### src/rtl/i2c_am_pkg.sv
package i2c_am_pkg;

    localparam int BYTE_W = 8;
    localparam int A7_W   = 7;
    localparam int A10_W  = 10;
    localparam int MC_W   = 3;
    localparam int BIT_CW = $clog2(BYTE_W + 2);

    localparam logic [BIT_CW-1:0] CNT_BYTE = BIT_CW'(BYTE_W);
    localparam logic [BIT_CW-1:0] CNT_ACK  = BIT_CW'(BYTE_W + 1);

    localparam logic [4:0] HDR10_TAG = 5'b11110;

    typedef enum logic [2:0] {
        S_IDLE,
        S_HDR,
        S_ACK_HDR,
        S_LOW,
        S_ACK_FIN
    } am_state_e;

endpackage

### src/rtl/i2c_am_edges.sv
module i2c_am_edges (
    input  logic clk,
    input  logic rst_n,
    input  logic scl_i,
    input  logic sda_i,
    output logic scl_rise,
    output logic scl_fall,
    output logic start_det,
    output logic stop_det
);
    logic scl_q;
    logic sda_q;

    // Bus idles high, so both history bits reset to 1.
    always_ff @(posedge clk or negedge rst_n) begin
        if (!rst_n) begin
            scl_q <= 1'b1;
            sda_q <= 1'b1;
        end else begin
            scl_q <= scl_i;
            sda_q <= sda_i;
        end
    end

    assign scl_rise  = !scl_q && scl_i;
    assign scl_fall  = scl_q && !scl_i;
    assign start_det = scl_q && scl_i && sda_q && !sda_i;
    assign stop_det  = scl_q && scl_i && !sda_q && sda_i;

endmodule

### src/rtl/i2c_am_cmp.sv
module i2c_am_cmp
    import i2c_am_pkg::*;
(
    input  logic [BYTE_W-1:0] rx_byte,
    input  logic              a1_en,
    input  logic              a1_ten,
    input  logic [A10_W-1:0]  a1_addr,
    input  logic [A7_W-1:0]   a1_mask,
    input  logic              a2_en,
    input  logic [A7_W-1:0]   a2_addr,
    input  logic [MC_W-1:0]   a2_mcode,
    output logic              hit7,
    output logic              hdr_hit,
    output logic              low_hit
);
    logic [A7_W-1:0] a2_mask;
    logic [A7_W-1:0] rx7;
    logic            hit1;
    logic            hit2;

    assign rx7 = rx_byte[BYTE_W-1:1];

    // Mask code k ignores the k lowest bits of the 7-bit address.
    for (genvar g = 0; g < A7_W; g++) begin : g_mcode
        assign a2_mask[g] = (a2_mcode > MC_W'(g));
    end

    assign hit1 = a1_en && !a1_ten &&
                  (((rx7 ^ a1_addr[A7_W:1]) & ~a1_mask) == '0);
    assign hit2 = a2_en && (((rx7 ^ a2_addr) & ~a2_mask) == '0);
    assign hit7 = hit1 || hit2;

    assign hdr_hit = a1_en && a1_ten &&
                     (rx_byte[BYTE_W-1:3] == HDR10_TAG) &&
                     (rx_byte[2:1] == a1_addr[A10_W-1:BYTE_W]);
    assign low_hit = a1_en && a1_ten && (rx_byte == a1_addr[BYTE_W-1:0]);

endmodule

### src/rtl/i2c_addr_match.sv
module i2c_addr_match
    import i2c_am_pkg::*;
(
    input  logic             clk,
    input  logic             rst_n,
    input  logic             scl_i,
    input  logic             sda_i,
    input  logic             a1_en,
    input  logic             a1_ten,
    input  logic [A10_W-1:0] a1_addr,
    input  logic [A7_W-1:0]  a1_mask,
    input  logic             a2_en,
    input  logic [A7_W-1:0]  a2_addr,
    input  logic [MC_W-1:0]  a2_mcode,
    input  logic             irq_en,
    input  logic             flag_clr,
    output logic             match_flag,
    output logic             irq,
    output logic [A7_W-1:0]  rx_addr,
    output logic             dir_tx,
    output logic             sda_pull
);
    am_state_e         state, state_nx;
    logic              scl_rise, scl_fall, start_det, stop_det;
    logic              hit7, hdr_hit, low_hit;
    logic [BIT_CW-1:0] bit_cnt;
    logic [BYTE_W-1:0] shreg;
    logic [BYTE_W-1:0] hdr_q;
    logic              flag_q;
    logic [A7_W-1:0]   rx_q;
    logic              dir_q, dir_pend, dir_val;
    logic              byte_done, ack_done, match_set, in_ack;

    i2c_am_edges u_edges (
        .clk       (clk),
        .rst_n     (rst_n),
        .scl_i     (scl_i),
        .sda_i     (sda_i),
        .scl_rise  (scl_rise),
        .scl_fall  (scl_fall),
        .start_det (start_det),
        .stop_det  (stop_det)
    );

    i2c_am_cmp u_cmp (
        .rx_byte  (shreg),
        .a1_en    (a1_en),
        .a1_ten   (a1_ten),
        .a1_addr  (a1_addr),
        .a1_mask  (a1_mask),
        .a2_en    (a2_en),
        .a2_addr  (a2_addr),
        .a2_mcode (a2_mcode),
        .hit7     (hit7),
        .hdr_hit  (hdr_hit),
        .low_hit  (low_hit)
    );

    assign byte_done = scl_fall && (bit_cnt == CNT_BYTE);
    assign ack_done  = scl_fall && (bit_cnt == CNT_ACK);
    assign in_ack    = (state == S_ACK_HDR) || (state == S_ACK_FIN);
    assign match_set = byte_done &&
                       (((state == S_HDR) && hit7) || ((state == S_LOW) && low_hit));

    // State register
    always_ff @(posedge clk or negedge rst_n) begin
        if (!rst_n) state <= S_IDLE;
        else        state <= state_nx;
    end

    // Next-state logic
    always_comb begin
        state_nx = state;
        unique case (state)
            S_IDLE:    state_nx = S_IDLE;
            S_HDR: begin
                if (byte_done) begin
                    if (hit7)         state_nx = S_ACK_FIN;
                    else if (hdr_hit) state_nx = S_ACK_HDR;
                    else              state_nx = S_IDLE;
                end
            end
            S_ACK_HDR: if (ack_done) state_nx = S_LOW;
            S_LOW: begin
                if (byte_done) state_nx = low_hit ? S_ACK_FIN : S_IDLE;
            end
            S_ACK_FIN: if (ack_done) state_nx = S_IDLE;
            default:   state_nx = S_IDLE;
        endcase
        if (start_det)     state_nx = S_HDR;
        else if (stop_det) state_nx = S_IDLE;
    end

    // Shift path, flag, captured address and direction
    always_ff @(posedge clk or negedge rst_n) begin
        if (!rst_n) begin
            bit_cnt  <= '0;
            shreg    <= '0;
            hdr_q    <= '0;
            flag_q   <= 1'b0;
            rx_q     <= '0;
            dir_q    <= 1'b0;
            dir_pend <= 1'b0;
            dir_val  <= 1'b0;
        end else begin
            if (start_det || stop_det) begin
                bit_cnt <= '0;
            end else if (ack_done && in_ack) begin
                bit_cnt <= '0;
            end else if (scl_rise && (state != S_IDLE)) begin
                bit_cnt <= bit_cnt + 1'b1;
                if (bit_cnt < CNT_BYTE) shreg <= {shreg[BYTE_W-2:0], sda_i};
            end

            if (byte_done && (state == S_HDR) && !hit7 && hdr_hit) hdr_q <= shreg;

            if (match_set)     flag_q <= 1'b1;
            else if (flag_clr) flag_q <= 1'b0;

            dir_pend <= match_set;
            if (match_set) begin
                rx_q    <= (state == S_HDR) ? shreg[BYTE_W-1:1] : hdr_q[BYTE_W-1:1];
                dir_val <= (state == S_HDR) ? shreg[0] : hdr_q[0];
            end
            if (dir_pend) dir_q <= dir_val;
        end
    end

    // Outputs
    always_comb begin
        unique case (state)
            S_ACK_HDR, S_ACK_FIN: sda_pull = 1'b1;
            default:              sda_pull = 1'b0;
        endcase
        match_flag = flag_q;
        irq        = flag_q && irq_en;
        rx_addr    = rx_q;
        dir_tx     = dir_q;
    end

endmodule

### config.mk
export PLATFORM = sky130hd
export DESIGN_NAME = i2c_addr_match
export DESIGN_NICKNAME = d
export VERILOG_FILES = /design/src/rtl/i2c_am_pkg.sv /design/src/rtl/i2c_am_edges.sv /design/src/rtl/i2c_am_cmp.sv /design/src/rtl/i2c_addr_match.sv
export SDC_FILE = /design/constraint.sdc
export NUM_CORES = 1
export LEC_CHECK = 0
export BUFFER_PORTS_ARGS = -buffer_cell sky130_fd_sc_hd__buf_2
export CORE_UTILIZATION = 57
export CTS_CLUSTER_DIAMETER = 40
export CTS_CLUSTER_SIZE = 28
export DETAILED_ROUTE_END_ITERATION = 12
export PLACE_DENSITY = 0.84
export SLEW_MARGIN = 20
export SYNTH_ARGS = -nofsm -noshare
export SYNTH_HDL_FRONTEND = slang
export SYNTH_SLANG_ARGS = --single-unit
### constraint.sdc
create_clock -name clk -period 3.61 [get_ports clk]
set_clock_uncertainty 0.05 [all_clocks]
set_input_delay 0.722 -clock clk [delete_from_list [all_inputs] [get_ports clk]]
set_output_delay 0.722 -clock clk [all_outputs]
set_load 0.05 [all_outputs]
==> out/summary.log, run 1 <==
[outcome] outcome complete, no violations
[cts] TritonCTS clock tree yes
[power] VDD IR-drop max 272 uV
[finish] most frequent cells in the layout 46 x sky130_fd_sc_hd__buf_2, 34 x sky130_fd_sc_hd__dfrtp_1, 28 x sky130_fd_sc_hd__mux2_2
[flow_run] reported max-cap violation count 0
[cts] number of post-CTS setup repair buffers 0
[worst_setup_path] launching point of the worst reg2reg path shreg[2]$_DFFE_PN0P_
[route] antenna-violating nets left 0
[finish] post-synthesis to final-layout area growth 17.2%
[worst_setup_path] largest incremental delay on the critical path 0.50 ns
[cts] cts hold-fix bufs 0
[worst_setup_path] FF-to-FF setup slack 1.11 ns
[worst_setup_path] critical path fanouts, max 9
[route] total number of vias 1498
[sta] RSZ-0062 raised after global routing false
[floorplanning] Placement Rows 21
[cts] source-to-sink clock delay at the later pin of the worst-skew pair 0.33 ns
[finish] fraction of layout instances using a drive strength above 1 43.4%
[sta] actual slew at the worst max-slew pin 0.793 ns
[global_routing] vias in the first global route 1406
[route] drt drc 0
[floorplanning] Core Area 3340 um^2
[synth] area leader, netlist sky130_fd_sc_hd__dfrtp_1
[worst_setup_path] required arrival time at the worst endpoint 3.78 ns
[synth] gate count of the mapped netlist 177
[worst_setup_path] list of cells traversed by the critical path xnor2_1 > o22ai_1 > nor4_1 > a211oi_2 > nor3_4 > mux2_2
[global_routing] global-route wire length before repair 6380 um
[finish] antenna diode count 0
[worst_setup_path] data arrival time at the worst-slack endpoint 2.66 ns
[floorplanning] initial core utilization 59.7%
[hold_path] worst min-delay path class in2async
[synth] Synth warnings 0
[route] detailed router's first-iteration violation count 56
[synth] synthesized area divided by synthesized cell count 11.2 um^2
[power] net switching power of the design 250 uW
[synth] ranking of synthesized cells by area sky130_fd_sc_hd__dfrtp_1 43%, sky130_fd_sc_hd__mux2_2 16%, sky130_fd_sc_hd__xnor2_1 7.9%, sky130_fd_sc_hd__dfstp_2 2.6%, sky130_fd_sc_hd__nor2_1 2.1%
[cts] CTS Root Cell sky130_fd_sc_hd__clkbuf_4
[power] internal power 697 uW
[synth] number of unique standard cell types used by synthesis 39
[worst_setup_path] Critical path origin shreg[2]$_DFFE_PN0P_
[finish] Post-layout nets 264
[sta] final period demand of the worst path 2.50 ns
[sta] Final period util 69.2%
[worst_setup_path] master of the slowest instance on the critical path sky130_fd_sc_hd__dfrtp_1
[sta] number of setup violations in the final report 0
[power] switching portion of total power 26.4%
[synth] total of flip-flops plus latches after synthesis 36
[worst_setup_path] endpoint type of the worst setup path flop
[cts] clock net sink count 36
[finish] most common library cell in the layout ignoring fill and taps sky130_fd_sc_hd__buf_2
[cts] number of buffers created by CTS 5
[route] average wire per cell in the routed design 14.6 um
[global_routing] Remaining Overflow, GRT 0
[sta] final count of hold timing violations 0
[power] proportion of power drawn by combinational gates 17.0%
[power] Leak 1.16 nW
[sta] summed negative setup slack over all endpoints 0 ns
[global_routing] pin count of the biggest net entering global routing 37
[worst_setup_path] number of cells on the worst reg-to-reg path 6
[sta] final setup margin 1.11 ns
[worst_setup_path] path type of the worst setup path reg2reg
[synth] syn nets 216
[route] detailed-router iteration count before antenna repair 6
[placed_design] GP Congestion 0.758
[finish] fin util 69.9%
[worst_setup_path] critical path capture point rx_addr[1]$_DFFE_PN0P_
[power] PD cells 406 nW/um^2
[synth] Syn Std Cell Area 1990 um^2
[worst_setup_path] type of element launching the critical path flop
[placed_design] Placement Setup Slack 0.870 ns
[sta] worst slew margin relative to its limit 47.1%
[floorplanning] die width 61.1 um
[sta] f_max 0.400 GHz
[power] sequential fraction of design power 50.0%
[route] number of vias per cell 5.51
[sta] final count of pins violating max slew 0
[floorplanning] number of I/O pins 47
[cts] Clock Path Buffers 2
[global_routing] GR Util All Layers 24.2%
[cts] clock edge transition at the registers on the reported setup and hold paths 0.11 ns
[cts] cells resized by post-CTS repair 0
[synth] portion of the post-synthesis area used by sequential elements 45.4%
[placed_design] number of buffer cells added on primary ports 46
[route] aggregate routed wire length 3970 um
[power] fraction of power consumed by the clock network 32.9%
[global_routing] antenna violations before repair 0
[placed_design] dpl hpwl 2970 um
[worst_setup_path] Worst R2R End rx_addr[1]$_DFFE_PN0P_
[cts] H-tree depth 2
[synth] Yosys top cell area share 42.7%
[floorplanning] full die area 3730 um^2
[floorplanning] die height 61.1 um
==> sequential cells by signal (all words and copies together) (netlist names), 3 cells and up <==
signal   cells
bit_cnt      4
rx_addr      7
shreg        8
state        3
hdr_q        8
==> cell type report <==
| cell class | instances | area (um^2) |
|---|---|---|
| clock inverter | 1 | 30.0 |
| sequential | 36 | 903 |
| multi-input combinational | 128 | 1010 |
| clock buffer | 7 | 65.1 |
| inverter | 7 | 26.3 |
| tap | 46 | 57.6 |
| timing repair buffer | 47 | 238 |
| fill | 261 | 1000 |
==> critical path: cells and delay by family (launching register included) <==
kind | cells | cell delay (ns)
simple gates | 2 | 0.97
flops | 1 | 0.50
mux | 1 | 0.40
xor+xnor | 1 | 0.25
compound gates | 2 | 0.21
==> through the flow <==
stage          hold slack [ns]  instance area [um^2]  std cells  power, mW
2_1_floorplan            0.376                  1990        177      0.603
3_3_place_gp             0.398                  2240        264      0.634
3_5_place_dp             0.403                  2240        264      0.642
4_1_cts                  0.423                  2330        272      0.956
5_1_grt                  0.442                  2330        272      0.998
6_report                 0.418                  2330        272      0.947
==> metal layers <==
layer	share of wire (%)	routed length, um	vias to the layer above	GRT usage [%]
met5	0	0	-	0
li1	-	-	721	-
met2	49	1950	42	37.0
met1	46	1830	733	34.6
met3	4.2	167	2	4.41
met4	0.43	17	0	9.42
==> cell usage after synthesis (all sizes together) <==
master,instances
buf,3
a211oi,2
dfstp,2
clkbuf,3
nor4b,1
and4,2
a21oi,7
or3,2
nand3,7
a31oi,3
nor2,11
nand2,8
nand4,2
nor3b,1
nor3,5
o22ai,3
o41ai,1
xor2,4
nand2b,1
and3,2
ha,3
or2,4
nor2b,3
o21ai,3
nor4,1
xnor2,18
a21o,2
dfrtp,34
mux2i,1
inv,7
mux2,28
o31ai,1
and4bb,1
and2,1
==> logic make-up after synthesis <==
group / share of synthesized area [%]
muxes: 16.3
and+or+nand+nor: 14.6
adders and majority gates: 1.89
DFF: 45.4
AOI/OAI and AO/OA: 8.30
buffers and inverters: 3.77
xor gates and xnor gates: 9.68
==> worst min-delay path by stage <==
stage | start | end | slack (ns) | cells after the start
2_1_floorplan | rst_n | bit_cnt[0]$_DFFE_PN0P_ | 0.38 | 0
3_3_place_gp | hdr_q[4]$_DFFE_PN0P_ | hdr_q[4]$_DFFE_PN0P_ | 0.40 | 1
3_5_place_dp | hdr_q[4]$_DFFE_PN0P_ | hdr_q[4]$_DFFE_PN0P_ | 0.40 | 1
4_1_cts | rst_n | rx_addr[6]$_DFFE_PN0P_ | 0.42 | 1
5_1_grt | hdr_q[7]$_DFFE_PN0P_ | hdr_q[7]$_DFFE_PN0P_ | 0.44 | 1
6_report | rst_n | rx_addr[6]$_DFFE_PN0P_ | 0.42 | 1
==> power by group through the flow <==
stage / sequential, mW / combinational (mW) / clock, mW
final: 0.474 / 0.161 / 0.312
after global routing: 0.479 / 0.179 / 0.340
after CTS: 0.473 / 0.163 / 0.320
after detailed placement: 0.481 / 0.161 / 0
after global placement: 0.478 / 0.156 / 0
after floorplan: 0.453 / 0.150 / 0
Power figures use the tool's default switching activity.
==> inputs of run 2 (changes only) <==
--- a/config.mk
+++ b/config.mk
@@ -5,12 +5,13 @@
 export SDC_FILE = /design/constraint.sdc
 export NUM_CORES = 1
 export LEC_CHECK = 0
+export ABC_AREA = 1
 export BUFFER_PORTS_ARGS = -buffer_cell sky130_fd_sc_hd__buf_2
-export CORE_UTILIZATION = 57
+export CORE_UTILIZATION = 54
 export CTS_CLUSTER_DIAMETER = 40
 export CTS_CLUSTER_SIZE = 28
 export DETAILED_ROUTE_END_ITERATION = 12
-export PLACE_DENSITY = 0.84
+export PLACE_DENSITY = 0.79
 export SLEW_MARGIN = 20
 export SYNTH_ARGS = -nofsm -noshare
 export SYNTH_HDL_FRONTEND = slang
==> constraint.sdc (replaced) <==
create_clock -name clk -period 2.4 [get_ports clk]
set_clock_uncertainty 0.05 [all_clocks]
set_input_delay 0.48 -clock clk [delete_from_list [all_inputs] [get_ports clk]]
set_output_delay 0.48 -clock clk [all_outputs]
set_load 0.05 [all_outputs]
==> out/summary.log, run 2 <==
[placed_design] number of buffer cells added on primary ports 46 [unchanged]
[power] PD cells 655 nW/um^2 [+61%]
[synth] area fraction in compound gates after synthesis 8.17% [-0.12 points]
[placed_design] Placement Setup Slack 0.596 ns [-0.274 ns]
[synth] async set-reset flop share out of synthesis 100% [unchanged]
[cts] H-tree depth 2 [unchanged]
[global_routing] Remaining Overflow, GRT 0 [unchanged]
[cts] source-to-sink clock delay at the later pin of the worst-skew pair 0.29 ns [-0.04 ns]
[placed_design] DP Cell Count 393 [+49%]
[route] drt drc 0 [unchanged]
[placed_design] GP Congestion 0.806 [+6.4%]
[route] aggregate routed wire length 4400 um [+11%]
[route] DRT met1 WL 2210 um [+21%]
[synth] largest family of logic cells by synthesized area simple AND/OR/NAND/NOR gates
[outcome] outcome complete, no violations
[worst_setup_path] critical path fanouts, max 5 [-4]
[finish] antenna diode count 0 [unchanged]
[sta] final count of hold timing violations 0 [unchanged]
[cts] clock net sink count 36 [unchanged]
[route] antenna-violating nets left 0 [unchanged]
[finish] Post-layout nets 391 [+48%]
[sta] final period demand of the worst path 1.95 ns
[cts] cells resized by post-CTS repair 0 [unchanged]
[synth] area leader, netlist sky130_fd_sc_hd__dfrtp_1
[power] proportion of power drawn by combinational gates 23.5% [+6.5 points]
[synth] synthesized area divided by synthesized cell count 7.33 um^2 [-35%]
[synth] syn nets 342 [+58%]
[floorplanning] die width 66.1 um [+8.2%]
[cts] Clock Path Buffers 2 [unchanged]
[cts] TritonCTS clock tree yes
[finish] post-synthesis to final-layout area growth 16.5%
[synth] multiplexer share of the synthesized area 0.507% [-16 points]
[worst_setup_path] data arrival time at the worst-slack endpoint 1.42 ns [-1.24 ns]
[synth] ranking of synthesized cells by area sky130_fd_sc_hd__dfrtp_1 38%, sky130_fd_sc_hd__nand2_1 17%, sky130_fd_sc_hd__inv_1 6.3%, sky130_fd_sc_hd__o21ai_0 4.5%, sky130_fd_sc_hd__nand3_1 3.8%
[sta] final setup margin 0.447 ns [-0.665 ns]
[cts] number of post-CTS setup repair buffers 0 [unchanged]
[global_routing] vias in the first global route 1838 [+31%]
[floorplanning] Placement Rows 22 [+4.8%]
[flow_run] reported max-cap violation count 0 [unchanged]
[floorplanning] number of I/O pins 47 [unchanged]
[power] fraction of power consumed by the clock network 30.7% [-2.2 points]
[sta] number of setup violations in the final report 0 [unchanged]
[cts] number of buffers created by CTS 5 [unchanged]
[synth] Yosys top cell area share 38.3% [-4.4 points]
[floorplanning] full die area 4370 um^2 [+17%]
[cts] clock edge transition at the registers on the reported setup and hold paths 0.07 ns [-0.04 ns]
[floorplanning] die height 66.1 um [+8.2%]
[synth] number of unique standard cell types used by synthesis 32 [-18%]
[worst_setup_path] required arrival time at the worst endpoint 1.87 ns [-1.91 ns]
[worst_setup_path] path type of the worst setup path reg2out
[route] detailed-router iteration count before antenna repair 4 [-2]
[route] detailed router's first-iteration violation count 66 [+18%]
[synth] Syn Std Cell Area 2220 um^2 [+12%]
[sta] hold slack final 0.222 ns [-0.196 ns]
[finish] fraction of layout instances using a drive strength above 1 26.9% [-16 points]
[sta] final count of pins violating max slew 0 [unchanged]
[synth] post-synthesis simple-gate area fraction 37.7% [+23 points]
[floorplanning] initial core utilization 58.4% [-1.2 points]
[power] sequential fraction of design power 45.8% [-4.2 points]
[route] detailed route wirelength on metal2 1940 um [-0.56%]
[placed_design] Post-Place Cell Area 2480 um^2 [+11%]
[synth] most used standard cells in the synthesized netlist 101 x sky130_fd_sc_hd__nand2_1, 37 x sky130_fd_sc_hd__inv_1, 34 x sky130_fd_sc_hd__dfrtp_1, 20 x sky130_fd_sc_hd__o21ai_0, 18 x sky130_fd_sc_hd__nor2_1
[power] Leak 1.45 nW [+25%]
[route] met3 wire len 164 um [-1.8%]
[synth] adder and majority gate portion of the synthesized area 1.69% [-0.19 points]
[finish] post-route cell area 2590 um^2 [+11%]
[synth] most numerous cell in the Yosys netlist sky130_fd_sc_hd__nand2_1
[global_routing] GR Util All Layers 23.6% [-0.59 points]
[power] net switching power of the design 570 uW [+130%]
[finish] most frequent cells in the layout 101 x sky130_fd_sc_hd__nand2_1, 46 x sky130_fd_sc_hd__buf_2, 37 x sky130_fd_sc_hd__inv_1
[sta] worst slew margin relative to its limit 47.7% [+0.61 points]
[cts] CTS Root Cell sky130_fd_sc_hd__clkbuf_8
[route] total number of vias 1956 [+31%]
[cts] cts hold-fix bufs 0 [unchanged]
[power] internal power 1.12 mW [+61%]
[synth] portion of the post-synthesis area used by sequential elements 40.7% [-4.7 points]
[hold_path] worst min-delay path class in2async
[synth] Synth Flop Type sky130_fd_sc_hd__dfrtp_1
[worst_setup_path] endpoint type of the worst setup path output pin
[finish] most common library cell in the layout ignoring fill and taps sky130_fd_sc_hd__nand2_1
[global_routing] antenna violations before repair 0 [unchanged]
[finish] Layout Cells excl Fill 401 [+47%]
[sta] f_max 0.512 GHz
[placed_design] dpl hpwl 3420 um [+15%]
[sta] Final period util 81.4%
[synth] Post-synth EDFFs 0 [unchanged]
[route] average wire per cell in the routed design 11.0 um [-25%]
[synth] Synth warnings 0 [unchanged]
[route] number of vias per cell 4.88 [-11%]
[sta] summed negative setup slack over all endpoints 0 ns [unchanged]
[power] switching portion of total power 33.6% [+7.3 points]
[route] top layer in use met4
[global_routing] pin count of the biggest net entering global routing 37 [unchanged]
[sta] actual slew at the worst max-slew pin 0.784 ns [-0.00916 ns]
[synth] gate count of the mapped netlist 303 [+71%]
[sta] RSZ-0062 raised after global routing false
[synth] total of flip-flops plus latches after synthesis 36 [unchanged]
[worst_setup_path] FF-to-FF setup slack 0.59 ns [-0.52 ns]
[worst_setup_path] type of element launching the critical path flop
[power] VDD IR-drop max 381 uV [+40%]
[synth] post-synthesis share of cell area spent on xor and xnor gates 1.58% [-8.1 points]
[floorplanning] Core Area 3800 um^2 [+14%]
[global_routing] global-route wire length before repair 7720 um [+21%]
run 2: per-stage QoR:
step	utilization, %	power (mW)
after detailed placement	65.3	1.18
after global placement	65.3	1.17
after CTS	68.1	1.71
after global routing	68.1	1.80
final	68.1	1.70
after floorplan	-	1.05
run 2: worst paths after layout:
| check | startpoint | end | depth (start not counted) |
|---|---|---|---|
| max | state[1]$_DFFE_PN0P_ | sda_pull | 4 |
| min | rst_n | shreg[7]$_DFFE_PN0P_ | 1 |
| max reg2reg | state[2]$_DFFE_PN0P_ | hdr_q[0]$_DFFE_PN0P_ | 8 |
| min reg2reg | hdr_q[5]$_DFFE_PN0P_ | hdr_q[5]$_DFFE_PN0P_ | 2 |
| max in group asynchronous | rst_n | rx_addr[1]$_DFFE_PN0P_ | 1 |
| min in group clk | sda_i | u_edges.sda_q$_DFF_PN1_ | 1 |
run 2: area by class of cell:
cell class | instances | area, um^2
clock inverter | 2 | 35.0
multi-input combinational | 215 | 1100
tap | 48 | 60.1
clock buffer | 6 | 72.6
inverter | 47 | 176
fill | 345 | 1210
timing repair buffer | 47 | 238
sequential | 36 | 903
run 2: kinds of logic (layout without fill, tap and decap cells):
| logic type | after synthesis | count (layout) |
|---|---|---|
| AOI/OAI and AO/OA | 32 | 32 |
| xor gates and xnor gates | 4 | 4 |
| adders and majority gates | 3 | 3 |
| buffers and inverters | 52 | 102 |
| DFF | 36 | 36 |
| muxes | 1 | 1 |
| and+or+nand+nor | 175 | 175 |
run 2: worst max-delay path, cell delays in order (launching register included):
cell	delay, ns
sky130_fd_sc_hd__dfrtp_1	0.43
sky130_fd_sc_hd__nor2_1	0.23
sky130_fd_sc_hd__nand2_1	0.11
sky130_fd_sc_hd__nand2_1	0.11
sky130_fd_sc_hd__buf_2	0.27
run 2: power by group through the flow:
stage	Sequential [mW]	Combinational (mW)	Clock (mW)
2_1_floorplan	0.748	0.304	0
3_3_place_gp	0.785	0.389	0
3_5_place_dp	0.788	0.397	0
4_1_cts	0.775	0.399	0.533
5_1_grt	0.792	0.458	0.555
6_report	0.777	0.398	0.520
run 2: routing by layer:
| metal | global-route usage, % | up-vias |
|---|---|---|
| li1 | - | 1043 |
| met5 | 0 | - |
| met1 | 30.6 | 863 |
| met2 | 38.8 | 43 |
| met3 | 4.14 | 7 |
| met4 | 9.57 | 0 |
==> inputs of run 3 (changes only) <==
--- a/config.mk
+++ b/config.mk
@@ -5,13 +5,13 @@
 export SDC_FILE = /design/constraint.sdc
 export NUM_CORES = 1
 export LEC_CHECK = 0
-export ABC_AREA = 1
+export ABC_AREA = 0
 export BUFFER_PORTS_ARGS = -buffer_cell sky130_fd_sc_hd__buf_2
-export CORE_UTILIZATION = 54
+export CORE_UTILIZATION = 48
 export CTS_CLUSTER_DIAMETER = 40
 export CTS_CLUSTER_SIZE = 28
 export DETAILED_ROUTE_END_ITERATION = 12
-export PLACE_DENSITY = 0.79
+export PLACE_DENSITY = 0.75
 export SLEW_MARGIN = 20
 export SYNTH_ARGS = -nofsm -noshare
 export SYNTH_HDL_FRONTEND = slang
==> constraint.sdc (replaced) <==
create_clock -name clk -period 1.7 [get_ports clk]
set_clock_uncertainty 0.05 [all_clocks]
set_input_delay 0.34 -clock clk [delete_from_list [all_inputs] [get_ports clk]]
set_output_delay 0.34 -clock clk [all_outputs]
set_load 0.05 [all_outputs]
==> out/summary.log, run 3 (synthesis results as in run 1) <==
[worst_setup_path] type of element launching the critical path flop
[sta] summed negative setup slack over all endpoints -6.12 ns [-6.12 ns]
[finish] Post-layout nets 306 [-22%]
[route] antenna-violating nets left 0 [unchanged]
[cts] TritonCTS clock tree yes
[floorplanning] full die area 4410 um^2 [+0.88%]
[sta] number of setup violations in the final report 20 [+20]
[sta] Final period util 125%
[sta] hold slack final 0.140 ns [-0.0822 ns]
[floorplanning] initial core utilization 49.8% [-8.7 points]
[cts] clock net sink count 36 [unchanged]
[worst_setup_path] critical path fanouts, max 9 [+4]
[cts] Clock Path Buffers 2 [unchanged]
[finish] antenna diode count 0 [unchanged]
[floorplanning] Placement Rows 23 [+4.5%]
[cts] H-tree depth 2 [unchanged]
[global_routing] vias in the first global route 1704 [-7.3%]
[worst_setup_path] number of cells on the worst reg-to-reg path 7 [-1]
[cts] source-to-sink clock delay at the later pin of the worst-skew pair 0.29 ns [about the same]
[finish] fraction of layout instances using a drive strength above 1 62.3% [+35 points]
[sta] final count of hold timing violations 0 [unchanged]
[sta] actual slew at the worst max-slew pin 0.435 ns [-0.349 ns]
[route] number of vias per cell 5.21 [+6.8%]
[floorplanning] die height 66.4 um [+0.44%]
[power] Overall Power 2.21 mW [+30%]
[power] VDD IR-drop max 576 uV [+51%]
[placed_design] Placement Setup Slack -0.403 ns [-1.00 ns]
[placed_design] number of buffer cells added on primary ports 46 [unchanged]
[power] PD cells 779 nW/um^2 [+19%]
[flow_run] reported max-cap violation count 0 [unchanged]
[worst_setup_path] required arrival time at the worst endpoint 1.84 ns [-0.03 ns]
[sta] worst slew margin relative to its limit 71.0% [+23 points]
[worst_setup_path] path type of the worst setup path reg2reg
[route] drt drc 0 [unchanged]
[sta] RSZ-0062 raised after global routing true
[sta] final setup margin -0.422 ns [-0.868 ns]
[global_routing] global-route wire length before repair 7800 um [+0.98%]
[outcome] outcome complete, but fails checks
[placed_design] dpl hpwl 3440 um [+0.62%]
[cts] CTS Root Cell sky130_fd_sc_hd__clkbuf_8
[global_routing] Remaining Overflow, GRT 0 [unchanged]
[sta] final count of pins violating max slew 0 [unchanged]
[global_routing] pin count of the biggest net entering global routing 21 [-43%]
[hold_path] worst min-delay path class in2reg
[finish] most frequent cells in the layout 45 x sky130_fd_sc_hd__buf_2, 37 x sky130_fd_sc_hd__buf_4, 29 x sky130_fd_sc_hd__dfrtp_1
[global_routing] antenna violations before repair 0 [unchanged]
[route] total number of vias 1657 [-15%]
[placed_design] DP Cell Count 303 [-23%]
[hold_path] Cells on Worst Hold Path 1
[power] Leak 1.42 nW [-2.1%]
[floorplanning] number of I/O pins 47 [unchanged]
[floorplanning] Core Area 4000 um^2 [+5.3%]
[outcome] failing checks setup timing
[route] detailed-router iteration count before antenna repair 4 [unchanged]
[finish] Layout Cells excl Fill 318 [-21%]
[floorplanning] die width 66.4 um [+0.44%]
[worst_setup_path] data arrival time at the worst-slack endpoint 2.26 ns [+0.84 ns]
[finish] post-synthesis to final-layout area growth 42.4%
[placed_design] GP Congestion 0.833 [+3.4%]
[route] detailed router's first-iteration violation count 94 [+42%]
[cts] number of buffers created by CTS 5 [unchanged]
[route] average wire per cell in the routed design 15.8 um [+44%]
[worst_setup_path] endpoint type of the worst setup path flop
[global_routing] GR Util All Layers 24.6% [+0.99 points]
[cts] clock edge transition at the registers on the reported setup and hold paths 0.08 ns [about the same]
[sta] f_max 0.471 GHz
[finish] most common library cell in the layout ignoring fill and taps sky130_fd_sc_hd__buf_2
[route] aggregate routed wire length 5030 um [+14%]
[sta] final period demand of the worst path 2.12 ns
## run 3: cell count changes in the layout (fill, tap and decap cells not counted), moves of 6 or more
cell | previous run | this run
sky130_fd_sc_hd__nand2_1 | 101 | 6
sky130_fd_sc_hd__buf_4 | 1 | 37
sky130_fd_sc_hd__inv_1 | 37 | 7
sky130_fd_sc_hd__mux2_2 | 1 | 27
sky130_fd_sc_hd__o21ai_0 | 20 | 2
sky130_fd_sc_hd__nand2_2 | 13 | 1
sky130_fd_sc_hd__inv_2 | 10 | 0
sky130_fd_sc_hd__nand3_1 | 17 | 7
sky130_fd_sc_hd__nor2_1 | 18 | 9
sky130_fd_sc_hd__xnor2_2 | 0 | 9
sky130_fd_sc_hd__nand3b_1 | 6 | 0
sky130_fd_sc_hd__xnor2_1 | 3 | 9
## run 3: stage by stage
step / cell area (um^2) / utilization (%)
finish: 2830 / 70.8
global route: 2830 / 70.8
CTS: 2780 / 69.4
detailed placement: 2540 / 63.6
global placement: 2540 / 63.6
floorplan: 2010 / -
## run 3: path summary, 6_finish.rpt
check,from,end,slack (ns)
worst max-delay path,shreg[1]$_DFFE_PN0P_,rx_addr[2]$_DFFE_PN0P_,-0.42
worst min-delay path,sda_i,u_edges.sda_q$_DFF_PN1_,0.14
worst max register to register,shreg[1]$_DFFE_PN0P_,rx_addr[2]$_DFFE_PN0P_,-0.42
worst min register to register,hdr_q[4]$_DFFE_PN0P_,hdr_q[4]$_DFFE_PN0P_,0.43
max in group asynchronous,rst_n,bit_cnt[0]$_DFFE_PN0P_,0.67
min in group asynchronous,rst_n,shreg[6]$_DFFE_PN0P_,0.47
## run 3: area by class of cell
| type | instances | area [um^2] |
|---|---|---|
| repair buffers | 89 | 598 |
| clock buffers | 5 | 68.8 |
| multi-input cells | 128 | 1140 |
| flip-flops and latches | 36 | 910 |
| inverters | 7 | 26.3 |
| well taps | 50 | 62.6 |
| fillers | 279 | 1170 |
| clock inverters | 3 | 23.8 |
## run 3: worst max-delay path, stage by stage (launching register included)
cell and delay (ns):
sky130_fd_sc_hd__dfrtp_2 0.48, sky130_fd_sc_hd__xnor2_2 0.20, sky130_fd_sc_hd__nor3_2 0.07, sky130_fd_sc_hd__o41ai_4 0.37
sky130_fd_sc_hd__a211oi_2 0.13, sky130_fd_sc_hd__nor3_4 0.23, sky130_fd_sc_hd__buf_12 0.16, sky130_fd_sc_hd__mux2_2 0.33
## run 3: repair_timing
action	CTS	global route
buffers inserted	2	3
endpoints found under the setup margin	22	30
hold buffers	1	0
gates cloned	1	0
hold endpoints to repair	14	0
gates resized for setup	28	10
pin swaps	8	6
## run 3: report_power, final
part	switching, mW	leakage (nW)	internal [mW]
Combinational	0.248	0.896	0.339
Sequential	0.0793	0.483	0.912
Clock	0.340	0.0404	0.290
## run 3: metal layers
layer  wire length, um  part of all wire (%)  vias to the layer above  global-route usage, %
met5                 0                     0                        -                      0
met1              2180                    43                      795                   30.4
li1                  -                     -                      801                      -
met4               106                   2.1                        0                   10.9
met3               258                   5.1                       12                   6.90
met2              2490                    49                       49                   39.9
